## config.mk

```make
export PLATFORM = sky130hd
export DESIGN_NAME = bulk_release_ctrl
export DESIGN_NICKNAME = d
export VERILOG_FILES = /design/src/rtl/brc_pkg.sv /design/src/rtl/brc_datapath.sv /design/src/rtl/brc_control.sv /design/src/rtl/bulk_release_ctrl.sv
export SDC_FILE = /design/constraint.sdc
export NUM_CORES = 1
export LEC_CHECK = 0
export BUFFER_PORTS_ARGS = -buffer_cell sky130_fd_sc_hd__buf_2
export CAP_MARGIN = 0
export CORE_ASPECT_RATIO = 0.9
export CORE_MARGIN = 2
export CORE_UTILIZATION = 52
export CTS_CLUSTER_DIAMETER = 100
export CTS_CLUSTER_SIZE = 20
export DETAILED_ROUTE_END_ITERATION = 16
export PLACE_DENSITY_LB_ADDON = 0.15
export RECOVER_POWER = 25
export SYNTH_ARGS = -nofsm -noshare
export SYNTH_HDL_FRONTEND = slang
export SYNTH_HIERARCHICAL = 1
export SYNTH_SLANG_ARGS = --single-unit
export TNS_END_PERCENT = 1
```

## constraint.sdc

```tcl
create_clock -name clk -period 6.5 [get_ports clk]
set_input_delay 0.325 -clock clk [delete_from_list [all_inputs] [get_ports clk]]
set_output_delay 0.325 -clock clk [all_outputs]
set_load 0.01 [all_outputs]
```

## src/rtl/brc_pkg.sv

```systemverilog
package brc_pkg;
  // strobes from control to datapath
  typedef struct packed {
    logic clrIdle;
    logic stepIdle;
    logic issue;
    logic grant;
    logic sendFull;
  } ctrlStb_t;

  // status from datapath to control
  typedef struct packed {
    logic empty;
    logic fullPkt;
    logic idleDone;
    logic slowBaud;
  } dpFlags_t;
endpackage

```

## src/rtl/brc_datapath.sv

```systemverilog
module brc_datapath
  import brc_pkg::*;
#(
  parameter int LVL_W      = 11,
  parameter int HS_PKT     = 512,
  parameter int FS_PKT     = 64,
  parameter int IDLE_CHARS = 3,
  parameter int DIV_W      = 16,
  parameter int REF_HZ     = 48000000,
  parameter int SLOW_BAUD  = 46921
) (
  input  logic             clk,
  input  logic             rstN,
  input  logic [LVL_W-1:0] fifoLevel,
  input  logic             highSpeed,
  input  logic [DIV_W-1:0] baudDiv,
  input  ctrlStb_t         stb,
  output dpFlags_t         flags,
  output logic             respValid,
  output logic             respAck,
  output logic [LVL_W-1:0] respCount
);
  localparam int IDLE_LIM = IDLE_CHARS + 1;
  localparam int IDLE_W   = $clog2(IDLE_LIM + 1);
  localparam int PROD_W   = DIV_W + 32;

  logic [IDLE_W-1:0] idleCnt;
  logic [LVL_W-1:0]  maxPkt;
  logic [PROD_W-1:0] rateProd;

  assign maxPkt   = highSpeed ? LVL_W'(HS_PKT) : LVL_W'(FS_PKT);
  assign rateProd = PROD_W'(baudDiv) * PROD_W'(SLOW_BAUD);

  assign flags.empty    = (fifoLevel == '0);
  assign flags.fullPkt  = (fifoLevel >= maxPkt);
  assign flags.idleDone = (idleCnt == IDLE_W'(IDLE_LIM));
  assign flags.slowBaud = (rateProd > PROD_W'(REF_HZ));

  // idle timer in character times, saturating one past the limit
  always_ff @(posedge clk) begin
    if (!rstN)                 idleCnt <= '0;
    else if (stb.clrIdle)      idleCnt <= '0;
    else if (stb.stepIdle && idleCnt != IDLE_W'(IDLE_LIM))
                               idleCnt <= idleCnt + 1'b1;
  end

  always_ff @(posedge clk) begin
    if (!rstN) begin
      respValid <= 1'b0;
      respAck   <= 1'b0;
      respCount <= '0;
    end else begin
      respValid <= stb.issue;
      respAck   <= stb.issue && stb.grant;
      if (stb.issue && stb.grant) respCount <= stb.sendFull ? maxPkt : fifoLevel;
      else                        respCount <= '0;
    end
  end

  assert_nak_zero_R10: assert property (@(posedge clk) disable iff (!rstN)
    (respValid && !respAck) |-> (respCount == '0));
  assert_ack_nonzero_R4: assert property (@(posedge clk) disable iff (!rstN)
    respAck |-> (respCount != '0));
  assert_ack_cap_R3: assert property (@(posedge clk) disable iff (!rstN)
    respAck |-> (respCount <= LVL_W'(HS_PKT)));
  assert_ack_in_resp_R10: assert property (@(posedge clk) disable iff (!rstN)
    respAck |-> respValid);
  assert_idle_sat_R6: assert property (@(posedge clk) disable iff (!rstN)
    idleCnt <= IDLE_W'(IDLE_LIM));
  assert_char_clear_R7: assert property (@(posedge clk) disable iff (!rstN)
    stb.clrIdle |=> (idleCnt == '0));
endmodule

```

## src/rtl/brc_control.sv

```systemverilog
module brc_control
  import brc_pkg::*;
(
  input  logic     rxCharStb,
  input  logic     charTick,
  input  logic     lowLatency,
  input  logic     bulkReq,
  input  dpFlags_t flags,
  output ctrlStb_t stb
);
  logic earlyRelease;

  always_comb begin
    earlyRelease = lowLatency || flags.slowBaud || flags.idleDone;
    stb.clrIdle  = rxCharStb;
    stb.stepIdle = charTick;
    stb.issue    = bulkReq;
    stb.grant    = !flags.empty && (flags.fullPkt || earlyRelease);
    stb.sendFull = flags.fullPkt;
  end
endmodule

```

## src/rtl/bulk_release_ctrl.sv

```systemverilog
module bulk_release_ctrl
  import brc_pkg::*;
#(
  parameter int LVL_W      = 11,
  parameter int HS_PKT     = 512,
  parameter int FS_PKT     = 64,
  parameter int IDLE_CHARS = 3,
  parameter int DIV_W      = 16,
  parameter int REF_HZ     = 48000000,
  parameter int SLOW_BAUD  = 46921
) (
  input  logic             clk,
  input  logic             rstN,
  input  logic [LVL_W-1:0] fifoLevel,
  input  logic             highSpeed,
  input  logic             rxCharStb,
  input  logic             charTick,
  input  logic             lowLatency,
  input  logic [DIV_W-1:0] baudDiv,
  input  logic             bulkReq,
  output logic             respValid,
  output logic             respAck,
  output logic [LVL_W-1:0] respCount,
  output logic             autoLowLat
);
  ctrlStb_t stb;
  dpFlags_t flags;

  brc_control u_ctrl (
    .rxCharStb (rxCharStb),
    .charTick  (charTick),
    .lowLatency(lowLatency),
    .bulkReq   (bulkReq),
    .flags     (flags),
    .stb       (stb)
  );

  brc_datapath #(
    .LVL_W(LVL_W), .HS_PKT(HS_PKT), .FS_PKT(FS_PKT), .IDLE_CHARS(IDLE_CHARS),
    .DIV_W(DIV_W), .REF_HZ(REF_HZ), .SLOW_BAUD(SLOW_BAUD)
  ) u_dp (
    .clk      (clk),
    .rstN     (rstN),
    .fifoLevel(fifoLevel),
    .highSpeed(highSpeed),
    .baudDiv  (baudDiv),
    .stb      (stb),
    .flags    (flags),
    .respValid(respValid),
    .respAck  (respAck),
    .respCount(respCount)
  );

  assign autoLowLat = flags.slowBaud;

  assert_resp_follows_req_R10: assert property (@(posedge clk) disable iff (!rstN)
    respValid |-> $past(bulkReq));
  assert_empty_nak_R4: assert property (@(posedge clk) disable iff (!rstN)
    (bulkReq && fifoLevel == '0) |=> !respAck);
endmodule

```

==> impl_metrics.csv <==
group,metric,value,unit
drt,drc_errors,0,
drt,vias_per_cell,5.373,
floorplan,coreArea,10720,um2
timing,fin_crit,6189,ps
synthesis,syn-cell-area,5655,um2
clocking,cts.sinks,16,
timing,fin_crit_sh,0.9522,
global_route,grt_antenna_before_repair,0,
run,drv_cap,0,
worst_hold_path,hp-class,"in2reg",
synthesis,ys_seq_area_frac,0.05664,
setup_path,critPathCapture,"u_dp/respCount[10]$_SDFF_PP0_",
global_route,grt_max_degree,10,
setup_path,crit_type,"in2reg",
layout,design_area,6259,um2
timing,fin_skew,3.321,ps
clocking,clockBufferDepth,2,
synthesis,ys_types,53,
outcome,status,"finished, final reports clean",
drt,wirelength,11970,um
placement,port_buffers,47,
global_route,grt_util_all_layers,0.2186,
synthesis,netlist_instances,608,
global_route,first_global_vias,4581,
drt,route.vias.total,4298,
layout,final_nets,924,
setup_path,worst_setup_path_start_kind,"input port",
drt,drt-initial-drc-count,178,
clocking,clkTransAtPathRegs,50,ps
placement,place_area,6153,um2
floorplan,die_area,11730,um2
layout,drive_gt1_frac,0.1154,
clocking,cts_max_level,1,
floorplan,rows,36,
synthesis,synth_edf_count,0,
synthesis,yosys_warnings,6,
global_route,grt_pass1_wl,20730,um
synthesis,ys_ff_latch,16,
setup_path,cp_cell_sequence,"buf_2, ha_1, fa_1, fa_1, fa_1, fa_1, inv_1, fa_1, inv_1, ha_1, a21oi_1, o211ai_1, a21oi_1, a21oi_1, or4_1, o311ai_1, xnor2_1, a211oi_2, nand4_1, nor4_1, nor2_1, nand2_1, nor2_1, and2_1",
synthesis,synth_flop_cell,"dfxtp_1",
timing,setup_violations,0,
setup_path,slowest_stage,"fa_1",
timing,tightest_slew,504.6,ps
clocking,cts-hold-fix-buffers,0,
setup_path,crit_top_cell,"fa_1",
setup_path,crit_start,"baudDiv[7]",
layout,syn_to_final_growth,10.66,%
drt,drtPass1Iterations,4,
setup_path,cpPeakStageDelay,550,ps
floorplan,ios,48,
setup_path,worstPathArrival,6330,ps
setup_path,reg2reg_depth,8,
placement,place.gp.congestion,0.9531,
layout,antenna_cells,0,
clocking,cts_setup_buffers,0,
setup_path,r2r_slack,5000,ps
setup_path,cp_max_fo,9,
synthesis,avgSynthCellArea,9.302,um2
clocking,cts_root_buffer,"clkbuf_16",
drt,wl_per_cell,14.96,um
placement,dpl.hpwl,10930,um
clocking,clk_latency,250,ps
timing,hold_viol_final,0,
setup_path,crit_path_end_kind,"flip-flop",
synthesis,syn_nets,864,
floorplan,initial_core_util,0.5275,
floorplan,die_y,102.9,um
timing,slew_headroom,0.6549,
global_route,overflow,0,
setup_path,timing.rr.end,"u_dp/respCount[10]$_SDFF_PP0_",
timing,fmax,161.6,MHz
synthesis,async_reset_ff_frac,0,
drt,ant_nets,0,
clocking,tritoncts,"built",
clocking,cts_inserted_buffers,3,
timing,rsz0062_at_grt,"no",
setup_path,worstPathRequired,6640,ps
floorplan,dieWidth,113.9,um
setup_path,r2r_start,"u_dp/idleCnt[0]$_SDFFE_PP0P_",
timing,final_max_slew_viol_count,0,
[cell type report]
cell class              instances  area, um2
flip-flops and latches         16      320.3
inverters                     139      521.8
multi-input cells             439       4767
repair buffers                 69      394.1
clock buffers                   4      88.84
well taps                     133      166.4
fillers                       997       4462
[cell usage after synthesis, types with 2 or more instances]
library cell,count,area (um2)
o21a_1,2,15.01
nand2_1,27,101.4
fa_1,85,1702
a221oi_1,3,26.28
nor3_1,5,25.02
a211oi_1,3,22.52
a31oi_1,3,18.77
o21ai_0,14,70.07
xnor2_1,18,157.7
nand4b_1,2,17.52
a21oi_1,29,145.1
o21ai_1,2,10.01
nand3_1,9,45.04
clkbuf_1,9,33.78
buf_4,4,30.03
nor2b_1,2,12.51
and2_1,12,75.07
nor4_1,4,25.02
and4b_1,2,20.02
xor2_1,8,70.07
inv_1,139,521.8
ha_1,137,1714
nor2_1,24,90.09
o211ai_1,5,37.54
nand2b_1,2,12.51
and3_1,2,12.51
a211o_1,2,17.52
nand4_1,7,43.79
a21o_1,8,60.06
dfxtp_1,16,320.3
[cells by family after synthesis]
family                     synth area share
adders and majority gates            0.6040
buffers and inverters                0.1044
and+or+nand+nor                     0.09071
AOI/OAI and AO/OA                    0.1022
xor gates and xnor gates            0.04027
DFF                                 0.05664
muxes                              0.001770
[metrics by stage]
stage,worst slack [ps],hold WS [ps],setup TNS (ps),util,cells
4_1_cts,199.0,295.9,0,0.5823,800
6_report,310.6,297.1,0,0.5838,800
5_1_grt,0.3113,296.2,0,0.5838,800
3_5_place_dp,-22.52,510.1,-162.0,0.5740,796
2_1_floorplan,338.0,419.6,0,-,608
3_3_place_gp,57.18,495.2,0,0.5740,796
[worst max-delay path, delay by kind of cell]
kind | cells | cell delay (ps)
adder cells (fa/ha/maj) | 7 | 3320
AND/OR/NAND/NOR | 7 | 1330
AO/OA/AOI/OAI | 6 | 970
buffers and inverters | 3 | 260
XOR/XNOR | 1 | 130
[sequential cells by signal, summed over array words and instances (netlist names)]
| name | cells |
|---|---|
| u_dp/respCount | 11 |
| u_dp/respValid | 1 |
| u_dp/idleCnt | 3 |
| u_dp/respAck | 1 |
[timing repair]
item / in CTS / in global routing
hold endpoints to repair: 0 / 0
resized for setup: 0 / 4
endpoints found under the setup margin: 0 / 13
[how the worst min path moves through the flow]
stage	from	end	slack (ps)	cells past startpoint
after floorplan	highSpeed	u_dp/respCount[6]$_SDFF_PN0_	420	1
after global placement	u_dp/idleCnt[2]$_SDFFE_PP0P_	u_dp/idleCnt[2]$_SDFFE_PP0P_	500	2
after detailed placement	u_dp/idleCnt[2]$_SDFFE_PP0P_	u_dp/idleCnt[2]$_SDFFE_PP0P_	510	2
after CTS	fifoLevel[5]	u_dp/respCount[5]$_SDFF_PP0_	300	2
after global routing	fifoLevel[5]	u_dp/respCount[5]$_SDFF_PP0_	300	2
final	fifoLevel[8]	u_dp/respCount[8]$_SDFF_PP0_	300	2
[layout by cell type (no fill, tap or decap), drive strengths merged, types with 2 or more instances in the layout]
| master | count |
|---|---|
| and3 | 3 |
| nand3 | 9 |
| nand2b | 2 |
| buf | 64 |
| nand4 | 7 |
| a21oi | 30 |
| and2 | 12 |
| nor2 | 24 |
| nor2b | 2 |
| dfxtp | 16 |
| inv | 139 |
| a31oi | 3 |
| nand2 | 27 |
| a21o | 9 |
| a211oi | 4 |
| a221oi | 3 |
| and4b | 2 |
| o311ai | 2 |
| xor2 | 8 |
| fa | 85 |
| a211o | 2 |
| ha | 137 |
| o211ai | 5 |
| o21ai | 16 |
| a2111oi | 2 |
| o21a | 2 |
| nor4 | 4 |
| nor3 | 5 |
| xnor2 | 18 |
| clkbuf | 9 |
| nand4b | 2 |
[per-layer routing]
metal	vias to the layer above	global-route usage	share of wire
li1	2128	-	-
met1	2093	0.2891	0.47
met2	63	0.3979	0.48
met3	14	0.02822	0.036
met4	0	0.02533	0.010
met5	-	0	0
Power is left out: the tool's default activity adds up to more than one toggle a clock period on the data nets, which glitch-free logic cannot reach.
